File: config.mk
export PLATFORM = sky130hd
export DESIGN_NAME = adc_frame_tx
export DESIGN_NICKNAME = d
export VERILOG_FILES = /design/src/rtl/adc_frame_pkg.sv /design/src/rtl/adc_frame_sync.sv /design/src/rtl/adc_frame_ctrl.sv /design/src/rtl/adc_frame_dp.sv /design/src/rtl/adc_frame_tx.sv
export SDC_FILE = /design/constraint.sdc
export NUM_CORES = 1
export LEC_CHECK = 0
export ABC_CLOCK_PERIOD_IN_PS = 1500
export BUFFER_PORTS_ARGS = -buffer_cell sky130_fd_sc_hd__buf_4
export CORE_ASPECT_RATIO = 0.7
export CORE_MARGIN = 2
export CORE_UTILIZATION = 45
export DETAILED_ROUTE_END_ITERATION = 6
export GPL_ROUTABILITY_DRIVEN = 0
export PLACE_DENSITY = 0.68
export SLEW_MARGIN = 10
export SYNTH_ARGS = -nofsm -noshare
export SYNTH_HDL_FRONTEND = slang
export SYNTH_SLANG_ARGS = --single-unit
export TNS_END_PERCENT = 50
File: constraint.sdc
create_clock -name clk -period 1.5 [get_ports clk]
set_input_delay 0.075 -clock clk [delete_from_list [all_inputs] [get_ports clk]]
set_output_delay 0.075 -clock clk [all_outputs]
set_load 0.02 [all_outputs]
File: src/rtl/adc_frame_pkg.sv
package adc_frame_pkg;

  typedef enum logic [1:0] {
    ST_IDLE  = 2'd0,
    ST_CONV  = 2'd1,
    ST_WAIT  = 2'd2,
    ST_SHIFT = 2'd3
  } ctrlState_t;

  typedef struct packed {
    logic loadResult;
    logic advance;
    logic drive;
    logic showBits;
  } frameStrobe_t;

endpackage

File: src/rtl/adc_frame_sync.sv
module adc_frame_sync #(
  parameter int STAGES    = 2,
  parameter bit RESET_VAL = 1'b0
) (
  input  logic clk,
  input  logic rstN,
  input  logic din,
  output logic dout
);
  logic [STAGES-1:0] chain;

  generate
    for (genvar i = 0; i < STAGES; i++) begin : g_stage
      if (i == 0) begin : g_first
        always_ff @(posedge clk or negedge rstN) begin
          if (!rstN) chain[0] <= RESET_VAL;
          else       chain[0] <= din;
        end
      end else begin : g_next
        always_ff @(posedge clk or negedge rstN) begin
          if (!rstN) chain[i] <= RESET_VAL;
          else       chain[i] <= chain[i-1];
        end
      end
    end
  endgenerate

  assign dout = chain[STAGES-1];
endmodule

File: src/rtl/adc_frame_ctrl.sv
module adc_frame_ctrl
  import adc_frame_pkg::*;
#(
  parameter int CONV_CYCLES = 16
) (
  input  logic         clk,
  input  logic         rstN,
  input  logic         csLvl,
  input  logic         sclkLvl,
  output frameStrobe_t strobe
);
  localparam int TW = (CONV_CYCLES > 2) ? $clog2(CONV_CYCLES) : 1;
  localparam logic [TW-1:0] LAST = TW'(CONV_CYCLES - 1);

  ctrlState_t state;
  logic [TW-1:0] timer;
  logic csLast, sclkLast;
  logic csFall, sclkFall;

  assign csFall   = csLast & ~csLvl;
  assign sclkFall = sclkLast & ~sclkLvl;

  always_comb begin
    strobe = '0;
    strobe.drive      = (state != ST_IDLE);
    strobe.showBits   = (state == ST_SHIFT);
    strobe.loadResult = !csLvl &&
                        (((state == ST_CONV) && (timer == LAST)) ||
                         ((state == ST_WAIT) && sclkFall));
    strobe.advance    = !csLvl && (state == ST_SHIFT) && sclkFall;
  end

  always_ff @(posedge clk or negedge rstN) begin
    if (!rstN) begin
      csLast   <= 1'b1;
      sclkLast <= 1'b0;
    end else begin
      csLast   <= csLvl;
      sclkLast <= sclkLvl;
    end
  end

  always_ff @(posedge clk or negedge rstN) begin
    if (!rstN) begin
      state <= ST_IDLE;
      timer <= '0;
    end else if (csLvl) begin
      state <= ST_IDLE;
      timer <= '0;
    end else begin
      case (state)
        ST_IDLE: begin
          if (csFall) begin
            timer <= '0;
            state <= sclkLvl ? ST_CONV : ST_WAIT;
          end
        end
        ST_CONV: begin
          if (timer == LAST) state <= ST_SHIFT;
          else               timer <= timer + 1'b1;
        end
        ST_WAIT:  if (sclkFall) state <= ST_SHIFT;
        default:  state <= ST_SHIFT;
      endcase
    end
  end

  // a deselected block is idle one clock later
  assert_idle_on_deselect_R6: assert property (@(posedge clk) disable iff (!rstN)
    csLvl |=> (state == ST_IDLE));

  // clock level at select fall picks the branch
  assert_mode_internal_R1: assert property (@(posedge clk) disable iff (!rstN)
    (state == ST_IDLE && csFall && sclkLvl) |=> (state == ST_CONV));
  assert_mode_external_R1: assert property (@(posedge clk) disable iff (!rstN)
    (state == ST_IDLE && csFall && !sclkLvl) |=> (state == ST_WAIT));

  // conversion timer never runs past its limit
  assert_timer_bound_R3: assert property (@(posedge clk) disable iff (!rstN)
    (state == ST_CONV) |-> (timer <= LAST));

  // capture and shift never coincide
  assert_strobe_excl_R9: assert property (@(posedge clk) disable iff (!rstN)
    $onehot0({strobe.loadResult, strobe.advance}));
endmodule

File: src/rtl/adc_frame_dp.sv
module adc_frame_dp
  import adc_frame_pkg::*;
#(
  parameter int DATA_W = 10,
  parameter int SUB_W  = 2
) (
  input  logic              clk,
  input  logic              rstN,
  input  frameStrobe_t      strobe,
  input  logic [DATA_W-1:0] code,
  input  logic              chan,
  input  logic [SUB_W-1:0]  sub,
  output logic              sdo,
  output logic              sdoEn
);
  localparam int LEAD_W  = 3;
  localparam int FRAME_W = LEAD_W + 1 + DATA_W + SUB_W;

  logic [FRAME_W-1:0] frame;

  always_ff @(posedge clk or negedge rstN) begin
    if (!rstN)                  frame <= '0;
    else if (strobe.loadResult) frame <= {{LEAD_W{1'b1}}, chan, code, sub};
    else if (strobe.advance)    frame <= {frame[FRAME_W-2:0], 1'b0};
  end

  assign sdo   = strobe.showBits & frame[FRAME_W-1];
  assign sdoEn = strobe.drive;

  // each advance brings up the next bit
  assert_shift_step_R4: assert property (@(posedge clk) disable iff (!rstN)
    strobe.advance |=> (frame[FRAME_W-1] == $past(frame[FRAME_W-2])));

  // captured frame is held between strobes
  assert_frame_hold_R9: assert property (@(posedge clk) disable iff (!rstN)
    (!strobe.loadResult && !strobe.advance) |=> $stable(frame));

  // a fresh capture always leads with a one
  assert_lead_one_R2: assert property (@(posedge clk) disable iff (!rstN)
    strobe.loadResult |=> frame[FRAME_W-1]);
endmodule

File: src/rtl/adc_frame_tx.sv
module adc_frame_tx
  import adc_frame_pkg::*;
#(
  parameter int DATA_W      = 10,
  parameter int SUB_W       = 2,
  parameter int CONV_CYCLES = 16,
  parameter int SYNC_STAGES = 2
) (
  input  logic              clk,
  input  logic              rstN,
  input  logic              csN,
  input  logic              sclk,
  input  logic [DATA_W-1:0] resCode,
  input  logic              resChan,
  input  logic [SUB_W-1:0]  resSub,
  output logic              sdo,
  output logic              sdoEn
);
  logic csLvl, sclkLvl;
  frameStrobe_t strobe;

  adc_frame_sync #(.STAGES(SYNC_STAGES), .RESET_VAL(1'b1)) csSync_i (
    .clk(clk), .rstN(rstN), .din(csN), .dout(csLvl));

  adc_frame_sync #(.STAGES(SYNC_STAGES), .RESET_VAL(1'b0)) sclkSync_i (
    .clk(clk), .rstN(rstN), .din(sclk), .dout(sclkLvl));

  adc_frame_ctrl #(.CONV_CYCLES(CONV_CYCLES)) ctrl_i (
    .clk(clk), .rstN(rstN), .csLvl(csLvl), .sclkLvl(sclkLvl), .strobe(strobe));

  adc_frame_dp #(.DATA_W(DATA_W), .SUB_W(SUB_W)) dp_i (
    .clk(clk), .rstN(rstN), .strobe(strobe), .code(resCode), .chan(resChan),
    .sub(resSub), .sdo(sdo), .sdoEn(sdoEn));

  // released line carries no data
  assert_quiet_when_released_R6: assert property (@(posedge clk) disable iff (!rstN)
    !sdoEn |-> !sdo);
endmodule

# Yosys cells after proc, flatten, opt, wreduce, memory -nomap -nowiden
# Index checks and enable logic that the tools add are counted.
# Widths: inputs -> output; s select.
[totals] latchBits=0 n_memories=0 ramBits=0 word_cells=48 ff_bits=28 mem_bits_ro=0 output_inout_bits=2 inputBits=17
[op_classes] multipliers=0 n_addsub=1 magnitude_cmp=0 n_shift=0 n_reduce_logical=13 eq_ne=8 div_mod_pow=0 n_bitwise=5 muxes=12
[ops] cell="$mux 16" count=2
[ops] cell="$mux 4" count=3
[ops] cell="$mux 2" count=5
[ops] cell="$pmux 4 s2" count=1
[ops] cell="$ne 3x2->1 const B" count=2
[ops] cell="$ne 3x3->1 const B" count=2
[ops] cell="$pmux 2 s3" count=1
[ops] cell="$reduce_and 3->1" count=2
[ops] cell="$logic_and 1x1->1" count=5
[ops] cell="$add 4x1->4 const B" count=1
[ops] cell="$eq 2x2->1 const B" count=2
[ops] cell="$eq 4x4->1 const B" count=1
[ops] cell="$reduce_bool 2->1" count=2
[ops] cell="$and 1x1->1" count=3
[ops] cell="$reduce_bool 3->1" count=1
[ops] cell="$eq 2x1->1 const B" count=1
[ops] cell="$logic_not 2->1" count=1
[ops] cell="$not 1->1" count=2
[ops] cell="$logic_not 1->1" count=1
[ops] cell="$logic_or 1x1->1" count=1

# Logic depth before layout (Yosys ltp)
# Gate-level depths: netlist of run 1.
[logic_depth] depth_word=6 ltp_mapped=6 mapped_depth_nobuf=4

# Hierarchy
# From an unflattened synthesis of run 1, not the netlist that was laid out.
[hier_totals] cells_unflattened=116 area_unflattened_um2=1285.0
[by_module_without_submodules] module="adc_frame_dp" cells_per_inst=68 instances=1 area_per_inst_um2=747.0
[by_module_without_submodules] module="adc_frame_ctrl" cells_per_inst=44 instances=1 area_per_inst_um2=435.4
[by_module_without_submodules] module="adc_frame_sync (csSync_i)" cells_per_inst=2 instances=1 area_per_inst_um2=52.6
[by_module_without_submodules] module="adc_frame_sync (sclkSync_i)" cells_per_inst=2 instances=1 area_per_inst_um2=50.0

# Worst setup path before layout of run 1
# OpenSTA, ideal clock, no wires.
[synth_path] path_type="reg-to-reg" startpoint="register csSync_i.chain[1], in the netlist csSync_i.dout" endpoint="register dp_i.frame[10]" n_path_buf=2 synth_period_minus_slack_ns=1.476 t_arrival_ns=1.353 path_stages_with_launch=6 path_slack_ns=0.024 setup_time_ns=0.123 cell_sequence="dfstp_2 and4bb_2 buf_4 buf_4 mux2i_1 o2bb2ai_1"
[synth_between] elab_chain_cells=4 elab_cells_between_ends=6
[synth_lines] item="start: declaration" line_no="adc_frame_sync.sv:10" text="logic [STAGES-1:0] chain;"
[synth_lines] item="start signal: indexed assignment" line_no="adc_frame_sync.sv:22" text="else chain[i] <= chain[i-1];"
[synth_lines] item="$logic_not 1->1 (*)" line_no="adc_frame_ctrl.sv:27, adc_frame_ctrl.sv:30"
[synth_lines] item="$logic_and 1x1->1 (2 in a row)" line_no="adc_frame_ctrl.sv:30" text="strobe.advance = !csLvl && (state == ST_SHIFT) && sclkFall;"
[synth_lines] item="$reduce_bool 2->1 (no line)"
[synth_lines] item="end signal: assignment" line_no="adc_frame_dp.sv:23" text="else if (strobe.loadResult) frame <= {{LEAD_W{1'b1}}, chan, code, sub};"
[synth_lines] item="end signal: assignment" line_no="adc_frame_dp.sv:24" text="else if (strobe.advance) frame <= {frame[FRAME_W-2:0], 1'b0};"
[synth_lines] item="end: declaration" line_no="adc_frame_dp.sv:19" text="logic [FRAME_W-1:0] frame;"
# Mark *: on every way between the ends. The rest lies on a longest branch, timed or not.
# A chain may end at the register's enable or synchronous reset.

# Worst setup path after layout of run 1
[layout_path] startpoint="register ctrl_i.state[1]" endpoint="register dp_i.frame[10]"
[layout_between] elab_chain_cells=5 elab_cells_between_ends=11
[layout_lines] item="start: declaration" line_no="adc_frame_ctrl.sv:15" text="ctrlState_t state;"
[layout_lines] item="start signal: assignment" line_no="adc_frame_ctrl.sv:55" text="state <= sclkLvl ? ST_CONV : ST_WAIT;"
[layout_lines] item="$eq 2x1->1 or $eq 2x2->1 (tied branches)" line_no="adc_frame_ctrl.sv:28, adc_frame_ctrl.sv:29"
[layout_lines] item="$logic_and 1x1->1 (on tied branches)" line_no="adc_frame_ctrl.sv:28, adc_frame_ctrl.sv:29"
[layout_lines] item="$logic_or 1x1->1" line_no="adc_frame_ctrl.sv:28" text="(((state == ST_CONV) && (timer == LAST)) ||"
[layout_lines] item="$logic_and 1x1->1" line_no="adc_frame_ctrl.sv:27" text="strobe.loadResult = !csLvl &&"
[layout_lines] item="$mux 16 or $reduce_bool 2->1 (tied branches)"
# Parallel ways exist; a longest one is shown, timed or not.

==> flow_metrics.env, run 1 <==
export IMPL_rr_worst_depth=4
export IMPL_rows=16
export IMPL_area_growth_pct=24.7
export IMPL_most_common_layout_cells="26 x buf_4, 25 x dfrtp_1, 13 x mux2i_1"
export IMPL_period_share=0.957
export IMPL_stdcell_area_um2=1700
export IMPL_portBuffers=18
export IMPL_worstSetupStartpointType="flop"
export IMPL_remaining_drc_errors=0
export IMPL_yosys_warnings=0
export IMPL_dpl_cell_area_um2=1570
export IMPL_critPathCaptureType="flop"
export IMPL_fin_nets=165
export IMPL_cts_tree="yes"
export IMPL_place_ws_ns=-0.0312
export IMPL_drt_total_wl_um=2690
export IMPL_synth_async_sr_flop_share=1.00
export IMPL_synth_distinct_cells=35
export IMPL_leakagePower_nw=0.702
export IMPL_sequentialPowerShare=0.548
export IMPL_hold_path_class="primary input to flop"
export IMPL_grt_max_degree=29
export IMPL_critical_path_class="flop to flop"
export IMPL_fmax_mhz=696
export IMPL_route_met2_wl_um=1200
export IMPL_met1_length_um=1340
export IMPL_wl_per_cell_um=14.8
export IMPL_combPwrFrac=0.196
export IMPL_final_common_cell="buf_4"
export IMPL_start_util=0.478
export IMPL_worstMarginPinSlew_ns=0.347
export IMPL_netSwitchingPower_mw=0.468
export IMPL_antenna_found_initial=0
export IMPL_fin_skew_ns=0.00740
export IMPL_synth_edff_count=0
export IMPL_cts_htree_levels=1
export IMPL_worst_r2r_setup_slack_ns=0.06
export IMPL_cp_max_fo=13
export IMPL_synthXorXnorAreaFrac=0
export IMPL_die_y_um=50.0
export IMPL_synth_simple_area_share=0.157
export IMPL_synth_area_per_cell_um2=11.7
export IMPL_ys_seq_elements=28
export IMPL_insertion_delay_ns=0.28
export IMPL_maxCapViolations=0
export IMPL_fin_crit_ns=1.44
export IMPL_numClockSinks=28
export IMPL_vdd_drop_max_mv=0.770
export IMPL_cts_buffers=3
export IMPL_sw_frac_of_total=0.258
export IMPL_arrival_ns=1.63
export IMPL_die_x_um=69.7
export IMPL_dp_hpwl_um=1820
export IMPL_powerDensity_nw_per_um2=1070
export IMPL_endpoint="dp_i.frame[10]$_DFFE_PN0P_"
export IMPL_drtAntennaViolNets=0
export IMPL_wl_met3_um=110
export IMPL_synth_cell_area_um2=1360
export IMPL_synthCells=116
export IMPL_n_antenna_cell=0
export IMPL_clkPwrFrac=0.256
export IMPL_grt_pass1_wl_um=4590
export IMPL_synth_top_family_by_area="compound AO/OA/AOI/OAI gates"
export IMPL_synth_mux_area_frac=0.0957
export IMPL_ctsLongestPathBuffers=2
export IMPL_max_slew_margin_rel=0.769
export IMPL_drv_slew=0
export IMPL_core_area_um2=2840
export IMPL_synth_top_cell_by_area="dfrtp_1"
export IMPL_yosysSeqAreaShare=0.518
export IMPL_critPathRequiredTime_ns=1.70
export IMPL_intPower_mw=1.35
export IMPL_root_buffer="clkbuf_8"
export IMPL_vias_per_cell=5.40
export IMPL_worst_slack_ns=0.0641
export IMPL_io_pins=19
export IMPL_regToRegEndpoint="dp_i.frame[10]$_DFFE_PN0P_"
export IMPL_synth_compound_area_share=0.174
export IMPL_overflow=0
export IMPL_synthFlopType="dfrtp_1"
export IMPL_top_layer="met4"
export IMPL_setup_violations=0
export IMPL_dieArea_um2=3490
export IMPL_synth_top_cells_by_area="dfrtp_1 46%, mux2i_1 9.6%, o2bb2ai_1 7.7%"
export IMPL_drive_gt1_frac=0.288
export IMPL_synth_nets=134
export IMPL_grt_pass1_vias=967
export IMPL_status="finished, final reports clean"
export IMPL_cts_reportedPaths_clkPinSlew_ns=0.09
export IMPL_synthAdderAreaFrac=0.00920
export IMPL_first_pass_iters=4
export IMPL_grtUsageTotal=0.172
export IMPL_first_iter_violations=55
export IMPL_rr_startpoint="ctrl_i.state[1]$_DFFE_PN0P_"
export IMPL_setup_worst_path_start="ctrl_i.state[1]$_DFFE_PN0P_"
export IMPL_vias=983
export IMPL_yosys_area_top_type_share=0.460
export IMPL_hold_viol=0
[worst min path at each step]
stage,start,endpoint,cells after the start
finish,resSub[1],dp_i.frame[1]$_DFFE_PN0P_,2
global route,resCode[9],dp_i.frame[11]$_DFFE_PN0P_,2
CTS,resCode[4],dp_i.frame[6]$_DFFE_PN0P_,2
detailed placement,rstN,dp_i.frame[9]$_DFFE_PN0P_,1
global placement,rstN,dp_i.frame[9]$_DFFE_PN0P_,1
floorplan,rstN,ctrl_i.sclkLast$_DFF_PN0_,0
[sequential cells by signal, indices dropped and copies added, names as in the netlist]
register	count
dp_i.frame	16
ctrl_i.timer	4
ctrl_i.state	2
csSync_i.chain	1
csSync_i.dout	1
ctrl_i.csLast	1
ctrl_i.sclkLast	1
sclkSync_i.chain	1
sclkSync_i.dout	1
[Yosys cell counts, types with 2 or more instances]
| cell | instances |
|---|---|
| a21oi_1 | 4 |
| a31oi_1 | 2 |
| a32oi_1 | 2 |
| and2_1 | 12 |
| and3_1 | 2 |
| buf_2 | 2 |
| buf_4 | 3 |
| dfrtp_1 | 25 |
| dfstp_2 | 3 |
| inv_1 | 4 |
| mux2i_1 | 13 |
| nand2_1 | 3 |
| nand3_1 | 2 |
| nor2_1 | 5 |
| o21ai_0 | 2 |
| o2bb2ai_1 | 12 |
| or2_2 | 2 |
[cell type report]
cell class,instances,area (µm²)
multi-input combinational,77,602
fill,231,1150
timing repair buffer,33,275
clock buffer,4,55.1
sequential,28,704
inverter,4,15.0
tap,36,45.0
[critical path, cell delays in order (launching register included)]
cell       delay, ns
dfrtp_1         0.42
or3b_4          0.45
o22ai_4         0.21
buf_12          0.16
o2bb2ai_1       0.12
[timing repair]
| action | CTS | global route |
|---|---|---|
| gates resized for setup | 1 | 1 |
| cloned | 0 | 0 |
| setup endpoints to repair | 10 | 12 |
| hold buffers | 4 | 2 |
| buffers inserted | 0 | 1 |
| endpoints found under the hold margin | 31 | 2 |
[routing by layer]
metal  GRT usage  vias up
li1            -      485
met1       0.237      474
met2       0.269       20
met3      0.0532        4
met4      0.0385        0
met5           0        -
[power by group through the flow]
stage / combinational [mW] / clock, mW / sequential (mW)
finish: 0.357 / 0.464 / 0.995
floorplan: 0.235 / 0 / 0.987
global route: 0.402 / 0.511 / 1.01
CTS: 0.354 / 0.474 / 0.997
detailed placement: 0.344 / 0 / 1.01
global placement: 0.321 / 0 / 1.00
[metrics by stage]
stage	instances	utilization	hold slack [ns]	TNS, ns	total power [mW]
after detailed placement	171	0.551	0.0113	-0.0854	1.36
after global routing	182	0.597	0.00187	-0.00731	1.93
final	182	0.597	0.00231	0	1.82
after global placement	171	0.551	0.00700	0	1.32
after floorplan	116	-	-0.221	0	1.22
after CTS	179	0.585	0.00333	0	1.83
[cell families after synthesis]
group                      after synthesis
DFF                                     28
adders and majority gates                1
AOI/OAI and AO/OA                       29
muxes                                   13
buffers and inverters                   11
and+or+nand+nor                         34
(Power assumes the default switching activity.)
==> inputs of run 2 (changes only) <==
Settings changed: GPL_TIMING_DRIVEN from default to 0.
==> run 2 against run 1 <==
Against the previous run: the flow now finishes with violations (hold timing); register-to-register slack worse by 0.02 ns; maximum frequency is 1.6% lower; largest cell class unchanged; final cell count is 2.2% higher; critical path type unchanged; largest power group unchanged; critical path depth stayed put; global-route usage is 0.84 points lower; clock skew is 0.0056 ns higher; critical endpoint is now dp_i.frame[9]$_DFFE_PN0P_.
==> flow_metrics.env, run 2 (synthesis results as in run 1) <==
export IMPL_status="finished, violations left"
export IMPL_violations="hold timing"
export IMPL_dpl_cell_area_um2=1540
export IMPL_wl_per_cell_um=14.6
export IMPL_critPathCaptureType="flop"
export IMPL_ctsLongestPathBuffers=2
export IMPL_numClockSinks=28
export IMPL_dieArea_um2=3490
export IMPL_die_x_um=69.7
export IMPL_cts_buffers=3
export IMPL_critPathRequiredTime_ns=1.70
export IMPL_whs_ns=-0.00239
export IMPL_portBuffers=18
export IMPL_stdcell_area_um2=1750
export IMPL_start_util=0.478
export IMPL_remaining_drc_errors=0
export IMPL_first_iter_violations=12
export IMPL_wl_met3_um=95
export IMPL_cts_tree="yes"
export IMPL_worst_slack_ns=0.0408
export IMPL_critical_path_class="flop to flop"
export IMPL_drtAntennaViolNets=0
export IMPL_grtUsageTotal=0.164
export IMPL_slowest_delay_ns=0.46
export IMPL_worstSetupStartpointType="flop"
export IMPL_final_common_cell="buf_4"
export IMPL_drive_gt1_frac=0.340
export IMPL_n_antenna_cell=0
export IMPL_worstMarginPinSlew_ns=0.360
export IMPL_fin_skew_ns=0.0130
export IMPL_leakagePower_nw=0.714
export IMPL_period_share=0.973
export IMPL_met1_length_um=1380
export IMPL_root_buffer="clkbuf_8"
export IMPL_vdd_drop_max_mv=0.626
export IMPL_rsz0062_at_grt="true"
export IMPL_grt_pass1_wl_um=4530
export IMPL_max_slew_margin_rel=0.760
export IMPL_largestRegisters="dp_i.frame (16), ctrl_i.timer (4), ctrl_i.state (2)"
export IMPL_powerDensity_nw_per_um2=1020
export IMPL_area_growth_pct=28.4
export IMPL_io_pins=19
export IMPL_cp_max_fo=5
export IMPL_antenna_found_initial=0
export IMPL_arrival_ns=1.66
export IMPL_vias=997
export IMPL_top_layer="met4"
export IMPL_grt_max_degree=29
export IMPL_die_y_um=50.0
export IMPL_drt_total_wl_um=2720
export IMPL_fin_crit_ns=1.46
export IMPL_regMostFlops="dp_i.frame"
export IMPL_cts_reportedPaths_clkPinSlew_ns=0.10
export IMPL_first_pass_iters=4
export IMPL_path_cells="or3b_4, o22ai_4, buf_6, o2bb2ai_1"
export IMPL_p_total_mw=1.78
export IMPL_drv_slew=0
export IMPL_cts_htree_levels=1
export IMPL_route_met2_wl_um=1230
export IMPL_hold_path_class="primary input to flop"
export IMPL_overflow=0
export IMPL_cp_slowest_cell="dfrtp_2"
export IMPL_fmax_mhz=685
export IMPL_setup_violations=0
export IMPL_rows=16
export IMPL_hold_viol=1
export IMPL_place_ws_ns=-0.125
export IMPL_vias_per_cell=5.36
export IMPL_maxCapViolations=0
export IMPL_dp_hpwl_um=1770
export IMPL_largest_register_ffs=16
export IMPL_most_common_layout_cells="24 x buf_4, 23 x dfrtp_1, 13 x mux2i_1"
export IMPL_core_area_um2=2840
export IMPL_insertion_delay_ns=0.28
export IMPL_fin_nets=169
export IMPL_grt_pass1_vias=994
==> run 2: changes by cell type in the layout (fill, tap and decap cells not counted), sizes merged <==
cell	previous run	this run
buf	27	29
clkbuf	4	6
==> run 2: final cells by class <==
| cell class | count | area (µm²) |
|---|---|---|
| Timing Repair Buffer | 32 | 256 |
| Tap cell | 36 | 45.0 |
| Fill cell | 224 | 1100 |
| Buffer | 5 | 46.3 |
| Clock buffer | 4 | 45.0 |
| Sequential cell | 28 | 707 |
| Inverter | 4 | 15.0 |
| Multi-Input combinational cell | 77 | 632 |
==> run 2: worst paths after layout <==
check	startpoint	endpoint	slack, ns	cells after the start
worst max-delay path	ctrl_i.state[1]$_DFFE_PN0P_	dp_i.frame[9]$_DFFE_PN0P_	0.04	4
worst min-delay path	resCode[4]	dp_i.frame[6]$_DFFE_PN0P_	-0.002	2
worst max register to register	ctrl_i.state[1]$_DFFE_PN0P_	dp_i.frame[9]$_DFFE_PN0P_	0.04	4
worst min register to register	csSync_i.chain[0]$_DFF_PN1_	csSync_i.dout$_DFF_PN1_	0.36	0
max in group asynchronous	rstN	ctrl_i.csLast$_DFF_PN1_	0.96	2
min in group asynchronous	rstN	ctrl_i.timer[0]$_DFFE_PN0P_	0.23	2
==> run 2: routing by layer <==
| metal | vias up | track usage |
|---|---|---|
| met2 | 18 | 0.272 |
| met4 | 0 | 0.0192 |
| met3 | 3 | 0.0389 |
| met5 | - | 0 |
| li1 | 494 | - |
| met1 | 482 | 0.227 |
==> run 2: power by group <==
group | leakage (nW) | internal [mW] | switching [mW] | total, mW
logic | 0.362 | 0.206 | 0.161 | 0.366
registers | 0.330 | 0.917 | 0.0800 | 0.997
clock network | 0.0228 | 0.191 | 0.227 | 0.417
==> run 2: worst max-delay path: cells and delay by family, from the launching register on <==
family	cells	cell delay, ns
AND/OR/NAND/NOR	1	0.44
AO/OA/AOI/OAI	2	0.33
flip-flops	1	0.46
buffers and inverters	1	0.16
==> run 2: repair_timing <==
action | in CTS | in global routing
buffers inserted | 2 | 5
endpoints found under the setup margin | 13 | 15
pin swaps | 2 | 0
cloned | 1 | 0
endpoints found under the hold margin | 28 | 2
resized for setup | 7 | 8
hold buffers | 4 | 2
==> run 2: through the flow <==
step           instances   util  setup TNS, ns
6_report             186  0.614              0
4_1_cts              179  0.583              0
5_1_grt              186  0.614        -0.0337
3_3_place_gp         170  0.542         -0.843
3_5_place_dp         170  0.542          -1.00
2_1_floorplan        116      -              0
